`config.mk`:
```
export PLATFORM = sky130hd
export DESIGN_NAME = insn_cache
export DESIGN_NICKNAME = d
export VERILOG_FILES = /design/src/rtl/icache_pkg.sv /design/src/rtl/icache_tags.sv /design/src/rtl/icache_data.sv /design/src/rtl/icache_reload.sv /design/src/rtl/insn_cache.sv
export SDC_FILE = /design/constraint.sdc
export NUM_CORES = 2
export LEC_CHECK = 0
export BUFFER_PORTS_ARGS = -buffer_cell sky130_fd_sc_hd__buf_2
export CELL_PAD_IN_SITES_DETAIL_PLACEMENT = 0
export CELL_PAD_IN_SITES_GLOBAL_PLACEMENT = 1
export CORE_MARGIN = 8
export CORE_UTILIZATION = 46
export DETAILED_ROUTE_END_ITERATION = 12
export PLACE_DENSITY = 0.63
export SLEW_MARGIN = 0
export SYNTH_ARGS = -nofsm -noshare
export SYNTH_HDL_FRONTEND = slang
export SYNTH_SLANG_ARGS = --single-unit
```
`constraint.sdc`:
```
create_clock -name clk_i -period 5.75 [get_ports clk_i]
set_input_delay 0.575 -clock clk_i [delete_from_list [all_inputs] [get_ports clk_i]]
set_output_delay 0.575 -clock clk_i [all_outputs]
set_load 0.01 [all_outputs]
```
`src/rtl/icache_pkg.sv`:
```
package icache_pkg;
  typedef enum logic [1:0] {
    ST_IDLE,
    ST_CLEAR,
    ST_FILL,
    ST_ABORT
  } rl_state_e;
endpackage

```
`src/rtl/icache_tags.sv`:
```
module icache_tags #(
  parameter int NUM_LINES = 8,
  parameter int TAG_W     = 23,
  localparam int IDX_W    = $clog2(NUM_LINES)
) (
  input  logic             clk_i,
  input  logic             rst_ni,
  input  logic [IDX_W-1:0] lk_idx_i,
  input  logic [TAG_W-1:0] lk_tag_i,
  output logic             hit_o,
  input  logic             flush_i,
  input  logic             clr_i,
  input  logic             set_i,
  input  logic [IDX_W-1:0] wr_idx_i,
  input  logic [TAG_W-1:0] wr_tag_i
);
  logic [NUM_LINES-1:0] valid_q;
  logic [TAG_W-1:0]     tag_q [NUM_LINES];

  always_ff @(posedge clk_i or negedge rst_ni) begin
    if (!rst_ni) begin
      valid_q <= '0;
      for (int i = 0; i < NUM_LINES; i++) tag_q[i] <= '0;
    end else begin
      if (clr_i) begin
        valid_q[wr_idx_i] <= 1'b0;
        tag_q[wr_idx_i]   <= wr_tag_i;
      end
      if (set_i) valid_q[wr_idx_i] <= 1'b1;
      if (flush_i) valid_q <= '0;
    end
  end

  assign hit_o = valid_q[lk_idx_i] && (tag_q[lk_idx_i] == lk_tag_i);

  AST_FLUSH_CLEARS_ALL: assert property (@(posedge clk_i) disable iff (!rst_ni)
    flush_i |=> (valid_q == '0));
  AST_NO_SET_ON_FLUSH: assert property (@(posedge clk_i) disable iff (!rst_ni)
    set_i |-> !flush_i);
endmodule

```
`src/rtl/icache_data.sv`:
```
module icache_data #(
  parameter int NUM_LINES = 8,
  parameter int LINE_DW   = 8,
  localparam int RAM_AW   = $clog2(NUM_LINES) + $clog2(LINE_DW),
  localparam int DEPTH    = NUM_LINES * LINE_DW
) (
  input  logic              clk_i,
  input  logic              rst_ni,
  input  logic              rd_en_i,
  input  logic [RAM_AW-1:0] rd_idx_i,
  input  logic              sel_en_i,
  input  logic              sel_hi_i,
  input  logic              wr_en_i,
  input  logic [RAM_AW-1:0] wr_idx_i,
  input  logic [63:0]       wr_data_i,
  output logic [31:0]       insn_o
);
  logic [63:0] ram_q [DEPTH];
  logic [63:0] rdata_q;
  logic        hi_q;

  always_ff @(posedge clk_i) begin
    if (wr_en_i) ram_q[wr_idx_i] <= wr_data_i;
  end

  always_ff @(posedge clk_i or negedge rst_ni) begin
    if (!rst_ni) begin
      rdata_q <= '0;
      hi_q    <= 1'b0;
    end else begin
      if (rd_en_i)  rdata_q <= ram_q[rd_idx_i];
      if (sel_en_i) hi_q    <= sel_hi_i;
    end
  end

  assign insn_o = hi_q ? rdata_q[63:32] : rdata_q[31:0];
endmodule

```
`src/rtl/icache_reload.sv`:
```
module icache_reload
  import icache_pkg::*;
#(
  parameter int LINE_DW  = 8,
  parameter int LINE_AW  = 26,
  localparam int OFF_W   = $clog2(LINE_DW),
  localparam int CNT_W   = OFF_W + 1
) (
  input  logic                     clk_i,
  input  logic                     rst_ni,
  input  logic                     start_i,
  input  logic [LINE_AW-1:0]       line_i,
  input  logic                     flush_i,
  input  logic                     bus_stall_i,
  input  logic                     bus_ack_i,
  output logic                     bus_cyc_o,
  output logic                     bus_stb_o,
  output logic [LINE_AW+OFF_W-1:0] bus_adr_o,
  output rl_state_e                state_o,
  output logic                     clr_o,
  output logic                     set_o,
  output logic [LINE_AW-1:0]       line_o,
  output logic                     fill_we_o,
  output logic [OFF_W-1:0]         fill_dw_o
);
  localparam logic [CNT_W-1:0] LAST_ACK = CNT_W'(LINE_DW - 1);
  localparam logic [CNT_W-1:0] ALL_REQ  = CNT_W'(LINE_DW);

  rl_state_e          state_q, state_d;
  logic [CNT_W-1:0]   req_cnt_q, ack_cnt_q;
  logic [LINE_AW-1:0] line_q;
  logic               accept, last_ack, drained_fill, drained_abort;

  assign bus_cyc_o = (state_q == ST_FILL) || (state_q == ST_ABORT);
  assign bus_stb_o = (state_q == ST_FILL) && (req_cnt_q < ALL_REQ);
  assign bus_adr_o = {line_q, req_cnt_q[OFF_W-1:0]};
  assign accept    = bus_stb_o && !bus_stall_i;
  assign last_ack  = bus_ack_i && (ack_cnt_q == LAST_ACK);

  // all issued reads (including one accepted this cycle) acknowledged
  assign drained_fill  = (ack_cnt_q + CNT_W'(bus_ack_i)) == (req_cnt_q + CNT_W'(accept));
  assign drained_abort = (ack_cnt_q + CNT_W'(bus_ack_i)) == req_cnt_q;

  always_comb begin
    state_d = state_q;
    unique case (state_q)
      ST_IDLE:  if (start_i) state_d = ST_CLEAR;
      ST_CLEAR: state_d = flush_i ? ST_ABORT : ST_FILL;
      ST_FILL: begin
        if (flush_i)       state_d = drained_fill ? ST_IDLE : ST_ABORT;
        else if (last_ack) state_d = ST_IDLE;
      end
      ST_ABORT: if (drained_abort) state_d = ST_IDLE;
      default:  state_d = ST_IDLE;
    endcase
  end

  always_ff @(posedge clk_i or negedge rst_ni) begin
    if (!rst_ni) begin
      state_q   <= ST_IDLE;
      req_cnt_q <= '0;
      ack_cnt_q <= '0;
      line_q    <= '0;
    end else begin
      state_q <= state_d;
      if (state_q == ST_IDLE && start_i) begin
        line_q    <= line_i;
        req_cnt_q <= '0;
        ack_cnt_q <= '0;
      end else if (bus_cyc_o) begin
        req_cnt_q <= req_cnt_q + CNT_W'(accept);
        ack_cnt_q <= ack_cnt_q + CNT_W'(bus_ack_i);
      end
    end
  end

  assign state_o   = state_q;
  assign clr_o     = (state_q == ST_CLEAR);
  assign set_o     = (state_q == ST_FILL) && last_ack && !flush_i;
  assign line_o    = line_q;
  assign fill_we_o = bus_ack_i && bus_cyc_o;
  assign fill_dw_o = ack_cnt_q[OFF_W-1:0];

  AST_CLEAR_FLUSH_ABORTS: assert property (@(posedge clk_i) disable iff (!rst_ni)
    (state_q == ST_CLEAR && flush_i) |=> (state_q == ST_ABORT));
  AST_ABORT_HOLDS_REQS: assert property (@(posedge clk_i) disable iff (!rst_ni)
    (state_q == ST_ABORT) |=> $stable(req_cnt_q));
  AST_ACKS_LE_REQS: assert property (@(posedge clk_i) disable iff (!rst_ni)
    ack_cnt_q <= req_cnt_q);
  AST_REQ_BOUND: assert property (@(posedge clk_i) disable iff (!rst_ni)
    req_cnt_q <= ALL_REQ);
endmodule

```
`src/rtl/insn_cache.sv`:
```
module insn_cache
  import icache_pkg::*;
#(
  parameter int ADDR_W    = 32,
  parameter int NUM_LINES = 8,
  parameter int LINE_DW   = 8
) (
  input  logic              clk_i,
  input  logic              rst_ni,
  input  logic              fetch_req_i,
  input  logic [ADDR_W-1:0] fetch_addr_i,
  input  logic              fetch_seq_i,
  input  logic              flush_i,
  output logic [31:0]       insn_o,
  output logic              insn_valid_o,
  output logic              stall_o,
  output logic              miss_o,
  output logic              wb_cyc_o,
  output logic              wb_stb_o,
  output logic [ADDR_W-4:0] wb_adr_o,
  input  logic              wb_stall_i,
  input  logic              wb_ack_i,
  input  logic [63:0]       wb_dat_i
);
  localparam int OFF_W   = $clog2(LINE_DW);
  localparam int IDX_W   = $clog2(NUM_LINES);
  localparam int TAG_W   = ADDR_W - 3 - OFF_W - IDX_W;
  localparam int LINE_AW = TAG_W + IDX_W;
  localparam int RAM_AW  = IDX_W + OFF_W;

  logic               hit, use_prev, served, start;
  logic               prev_ok_q, valid_q;
  rl_state_e          rl_state;
  logic               rl_clr, rl_set, rl_we;
  logic [LINE_AW-1:0] rl_line;
  logic [OFF_W-1:0]   rl_dw;

  // reuse the upper word of last cycle's read: never a miss, never a stall
  assign use_prev = fetch_req_i && fetch_seq_i && fetch_addr_i[2] && prev_ok_q;
  assign served   = use_prev || hit;
  assign stall_o  = fetch_req_i && !served;
  assign start    = stall_o && (rl_state == ST_IDLE);
  assign miss_o   = start;

  always_ff @(posedge clk_i or negedge rst_ni) begin
    if (!rst_ni) begin
      prev_ok_q <= 1'b0;
      valid_q   <= 1'b0;
    end else begin
      prev_ok_q <= fetch_req_i && served;
      valid_q   <= fetch_req_i && served;
    end
  end
  assign insn_valid_o = valid_q;

  icache_tags #(
    .NUM_LINES (NUM_LINES),
    .TAG_W     (TAG_W)
  ) u_tags (
    .clk_i    (clk_i),
    .rst_ni   (rst_ni),
    .lk_idx_i (fetch_addr_i[3+OFF_W +: IDX_W]),
    .lk_tag_i (fetch_addr_i[ADDR_W-1 -: TAG_W]),
    .hit_o    (hit),
    .flush_i  (flush_i),
    .clr_i    (rl_clr),
    .set_i    (rl_set),
    .wr_idx_i (rl_line[IDX_W-1:0]),
    .wr_tag_i (rl_line[LINE_AW-1 -: TAG_W])
  );

  icache_data #(
    .NUM_LINES (NUM_LINES),
    .LINE_DW   (LINE_DW)
  ) u_data (
    .clk_i     (clk_i),
    .rst_ni    (rst_ni),
    .rd_en_i   (fetch_req_i && hit && !use_prev),
    .rd_idx_i  (fetch_addr_i[3 +: RAM_AW]),
    .sel_en_i  (fetch_req_i && served),
    .sel_hi_i  (fetch_addr_i[2]),
    .wr_en_i   (rl_we),
    .wr_idx_i  ({rl_line[IDX_W-1:0], rl_dw}),
    .wr_data_i (wb_dat_i),
    .insn_o    (insn_o)
  );

  icache_reload #(
    .LINE_DW (LINE_DW),
    .LINE_AW (LINE_AW)
  ) u_reload (
    .clk_i       (clk_i),
    .rst_ni      (rst_ni),
    .start_i     (start),
    .line_i      (fetch_addr_i[ADDR_W-1 -: LINE_AW]),
    .flush_i     (flush_i),
    .bus_stall_i (wb_stall_i),
    .bus_ack_i   (wb_ack_i),
    .bus_cyc_o   (wb_cyc_o),
    .bus_stb_o   (wb_stb_o),
    .bus_adr_o   (wb_adr_o),
    .state_o     (rl_state),
    .clr_o       (rl_clr),
    .set_o       (rl_set),
    .line_o      (rl_line),
    .fill_we_o   (rl_we),
    .fill_dw_o   (rl_dw)
  );

  AST_REUSE_NO_STALL: assert property (@(posedge clk_i) disable iff (!rst_ni)
    (fetch_req_i && fetch_seq_i && fetch_addr_i[2] && $past(fetch_req_i && !stall_o))
      |-> (!stall_o && !miss_o));
  AST_SERVED_THEN_VALID: assert property (@(posedge clk_i) disable iff (!rst_ni)
    (fetch_req_i && !stall_o) |=> insn_valid_o);
  AST_MISS_MEANS_STALL: assert property (@(posedge clk_i) disable iff (!rst_ni)
    miss_o |-> stall_o);
  AST_MISS_OPENS_CYCLE: assert property (@(posedge clk_i) disable iff (!rst_ni)
    miss_o |=> !wb_cyc_o ##1 wb_cyc_o);
endmodule

```
==> key figures <==
Logic synthesis
  – Post-synth top area cell: edfxtp_1
  – Synth Area in Simple Gates: less than 1%
  – Share of the synthesized area in the top cell type: between 70% and 80%
  – Netlist Area Pre-Place: ~170000 um^2
  – Xor/xnor share of the synthesized area: less than 1%
  – #FFs+latches synth: about 4400
  – Share of flip-flops with an asynchronous set or reset: under 10%
  – Post-synth top cells: 4096 x edfxtp_1, 1369 x mux4_2, 294 x dfrtp_1, 222 x mux2_2, 209 x clkbuf_1
  – Syn Inst Count: a little under 7000
  – Syn nets: just over 7000
  – YS warnings: 0
  – Syn_area_per_cell: about 24 um^2
  – Sequential fraction of the synthesis area: between 70% and 80%
  – Ranking of synthesized cells by area: edfxtp_1 72%, mux4_2 18%, dfrtp_1 4.3%, mux2_2 1.5%, mux2_4 0.53%
  – Main synth FF type: edfxtp_1
  – Mux contribution to synthesized area: 20.53%
  – Post-synthesis compound-gate area fraction: 0.4969%
  – Largest family of logic cells by synthesized area: multiplexers
  – EDFF count, synth: between 4000 and 5000
  – Yosys cell types: 54
  – Synthesized-area fraction occupied by adder cells: less than 1%
  – Count leader, synth: edfxtp_1

Floorplanning
  – I/O Pins: 169
  – Core area: ~370000 um^2
  – FP Rows: 223
  – Initial core utilization: ~46%
  – Die width: about 620 um
  – Die area: 388600 um^2
  – Die height: roughly 620 um

Global routing
  – Initial antenna violation count: between 60 and 70
  – First-pass GRT wire length: between 600000 and 700000 um
  – Total gr overflow: 0
  – Largest net degree at the start of global routing: 119
  – GRT Total Usage: 24.48%
  – Vias in the first global route: between 80000 and 90000

Min path
  – Hold depth: 4
  – Worst Hold Path EP: u_reload.line_o[18]$_DFFE_PN0N_
  – Min-Delay Path Class: input port to flop
  – Min-delay src: fetch_addr_i[24]

Setup path
  – Crit Path Category: input port to output port
  – Cells on worst reg2reg path: 4
  – CP max stage delay: around 0.69 ns
  – Critical-path cell list: buf_8 > buf_4 > mux4_2 > nand2b_1 > o221ai_1 > nor4_4 > buf_4 > nand3_1 > buf_4 > and2_1 > buf_2
  – CP Launch Type: input port
  – Worst Setup End Kind: output port
  – Critical path data arrival time: between 4 and 5 ns
  – Reg2Reg Launch Point: u_reload.ack_cnt_q[2]$_DFFE_PN0P_
  – Worst EP required: about 5.2 ns
  – Reg-to-Reg End: u_data.ram_q[23][59]$_DFFE_PP_
  – Cell repeated most along the worst path: buf_4
  – Critical-path top delay cell: buf_4
  – Worst reg-to-reg setup slack: approximately 1.5 ns
  – Cell family with most CP delay: buffers and inverters
  – CP bufs+invs: 5
  – CP max FO: 55

Job
  – Max_cap viols: 0

Place
  – Post-DP HPWL: 254500 um
  – Port bufs: about 170
  – Dpl cell area: around 180000 um^2
  – GP Congestion: about 0.77

Timing
  – Setup violations, final: 0
  – Final min period: approximately 4.8 ns
  – Max Fclk: just over 200 MHz
  – Max Slew Vio Count: 0
  – Relative slew slack: between 10% and 20%
  – Clock Skew: approximately 0.09 ns
  – Final cycle utilization of the critical path: between 80% and 90%
  – Worst slew pin tran: about 1.2 ns
  – Final hold violation count: 0
  – Unrepaired setup endpoints after global routing: false
  – Worst Hold Slack: a little over 0.1 ns
  – Setup tns final: 0 ns

CTS
  – Clk_lat worst skew: 1.01 ns
  – Post-CTS Resized: 0
  – H-tree Lvls: 5
  – CTS sink cnt: 4390
  – # Post-CTS Setup Buffers: 0
  – CTS clk-pin slew, worst paths: 0.06 ns
  – CTS tree: built
  – Total CTS buffers: roughly 450
  – CTS root buffer: clkbuf_16
  – CTS max path bufs: 4

Routing
  – DR DRC count: 0
  – DRT Wirelength: slightly below 500000 um
  – Antenna-violating nets left: 0
  – DR vias: ~81000
  – Router iterations before antenna repair: 5
  – Starting DRC count in detailed routing: 10370
  – Vias per inst: around 6.4
  – Post-DR wirelength/cell: roughly 38 um

Power
  – Pwr Density: 372.1 nW/um^2
  – LEAKAGE: a little over 60 nW
  – Max VDD drop: between 0.2 and 0.3 mV

Finish
  – Final instance area: between 150000 and 200000 um^2
  – Nets: about 7600
  – Layout cells sized above 1: 36.39%
  – Area growth, synth to finish: 14.09%

Run status
  – Outcome: completed
placed cells by master, fill, tap and decap left out, types with 85 or more instances in the layout:
cell type,instances
buf_2,159
edfxtp_1,4096
clkinv_2,94
buf_4,218
clkbuf_16,456
mux4_2,1369
buf_12,85
mux2_2,222
clkbuf_1,106
dfrtp_1,293
power by group:
| group | internal (mW) | total (mW) | switching [mW] |
|---|---|---|---|
| clock network | 16.9 | 29.1 | 12.3 |
| logic | 2.52 | 5.85 | 3.33 |
| registers | 36.3 | 37.0 | 0.783 |
| total | 55.7 | 72.0 | 16.4 |
worst max-delay path by stage:
| stage | from | endpoint | slack [ns] | depth (start not counted) |
|---|---|---|---|---|
| final | fetch_addr_i[6] | stall_o | 0.92 | 11 |
| after CTS | u_tags.tag_q[51]$_DFFE_PN0P_ | stall_o | 0.94 | 10 |
| after detailed placement | fetch_addr_i[6] | stall_o | 0.96 | 11 |
| after global placement | fetch_addr_i[6] | stall_o | 1.0 | 11 |
| after floorplan | u_reload.line_o[2]$_DFFE_PN0N_ | u_data.ram_q[33][0]$_DFFE_PP_ | 1.24 | 4 |
| after global routing | fetch_addr_i[6] | stall_o | 0.78 | 11 |
logic make-up after synthesis:
logic type	after synthesis
flip-flops	4390
multiplexers	1710
buffers and inverters	414
AND/OR/NAND/NOR	243
AO/OA/AOI/OAI	147
XOR/XNOR	26
adder cells (fa/ha/maj)	4
layer usage:
metal / up-vias / track usage [%] / routed length (um) / share of wire [%]
met3: 709 / 4.356 / 39450 / 8.2
met4: 16 / 5.700 / 11990 / 2.5
met2: 3842 / 40.40 / 238500 / 49
met5: - / 0 / 112 / 0.023
li1: 31110 / - / - / -
met1: 45440 / 34.36 / 193500 / 40
timing repair:
| action | in CTS | in global routing |
|---|---|---|
| hold buffers | 28 | 0 |
| setup endpoints to repair | 0 | 0 |
| hold endpoints to repair | 148 | 0 |
worst reg2reg max path, cell delays in order, from the launching register on:
cell     delay [ns]
dfrtp_1        0.62
and3_1         0.40
nand3_1        0.88
nor2_4         1.25
buf_4          0.61
state kept, by name, indices dropped and copies added (netlist names):
| name | count |
|---|---|
| u_data.ram_q | 4096 |
| u_tags.tag_q | 184 |
| u_data.rdata_q | 64 |
| u_reload.line_o | 26 |
| u_tags.valid_q | 8 |
| u_reload.ack_cnt_q | 4 |
| u_reload.req_cnt_q | 4 |
| u_reload.state_o | 2 |
| insn_valid_o | 1 |
| u_data.hi_q | 1 |
through the flow:
stage                     power, mW  utilization (%)  setup slack (ns)  std cells
final                         72.05            52.61            0.9247      12730
after global routing          74.18            52.60            0.7769      12720
after CTS                     72.54            52.58            0.9422      12700
after detailed placement      43.58            48.49            0.9559      11830
after global placement        43.37            48.49            0.9990      11830
after floorplan               41.04                -             1.237       6934
area by class of cell:
| type | count | area, um^2 |
|---|---|---|
| antenna | 34 | 85.08 |
| clock buffer | 601 | 12350 |
| clock inverter | 245 | 2430 |
| fill | 27860 | 174400 |
| inverter | 1 | 3.754 |
| multi-input combinational | 2130 | 37830 |
| sequential | 4390 | 130400 |
| tap | 4837 | 6052 |
| timing repair buffer | 496 | 4504 |
Note: power is estimated with default switching activity, not from simulation.
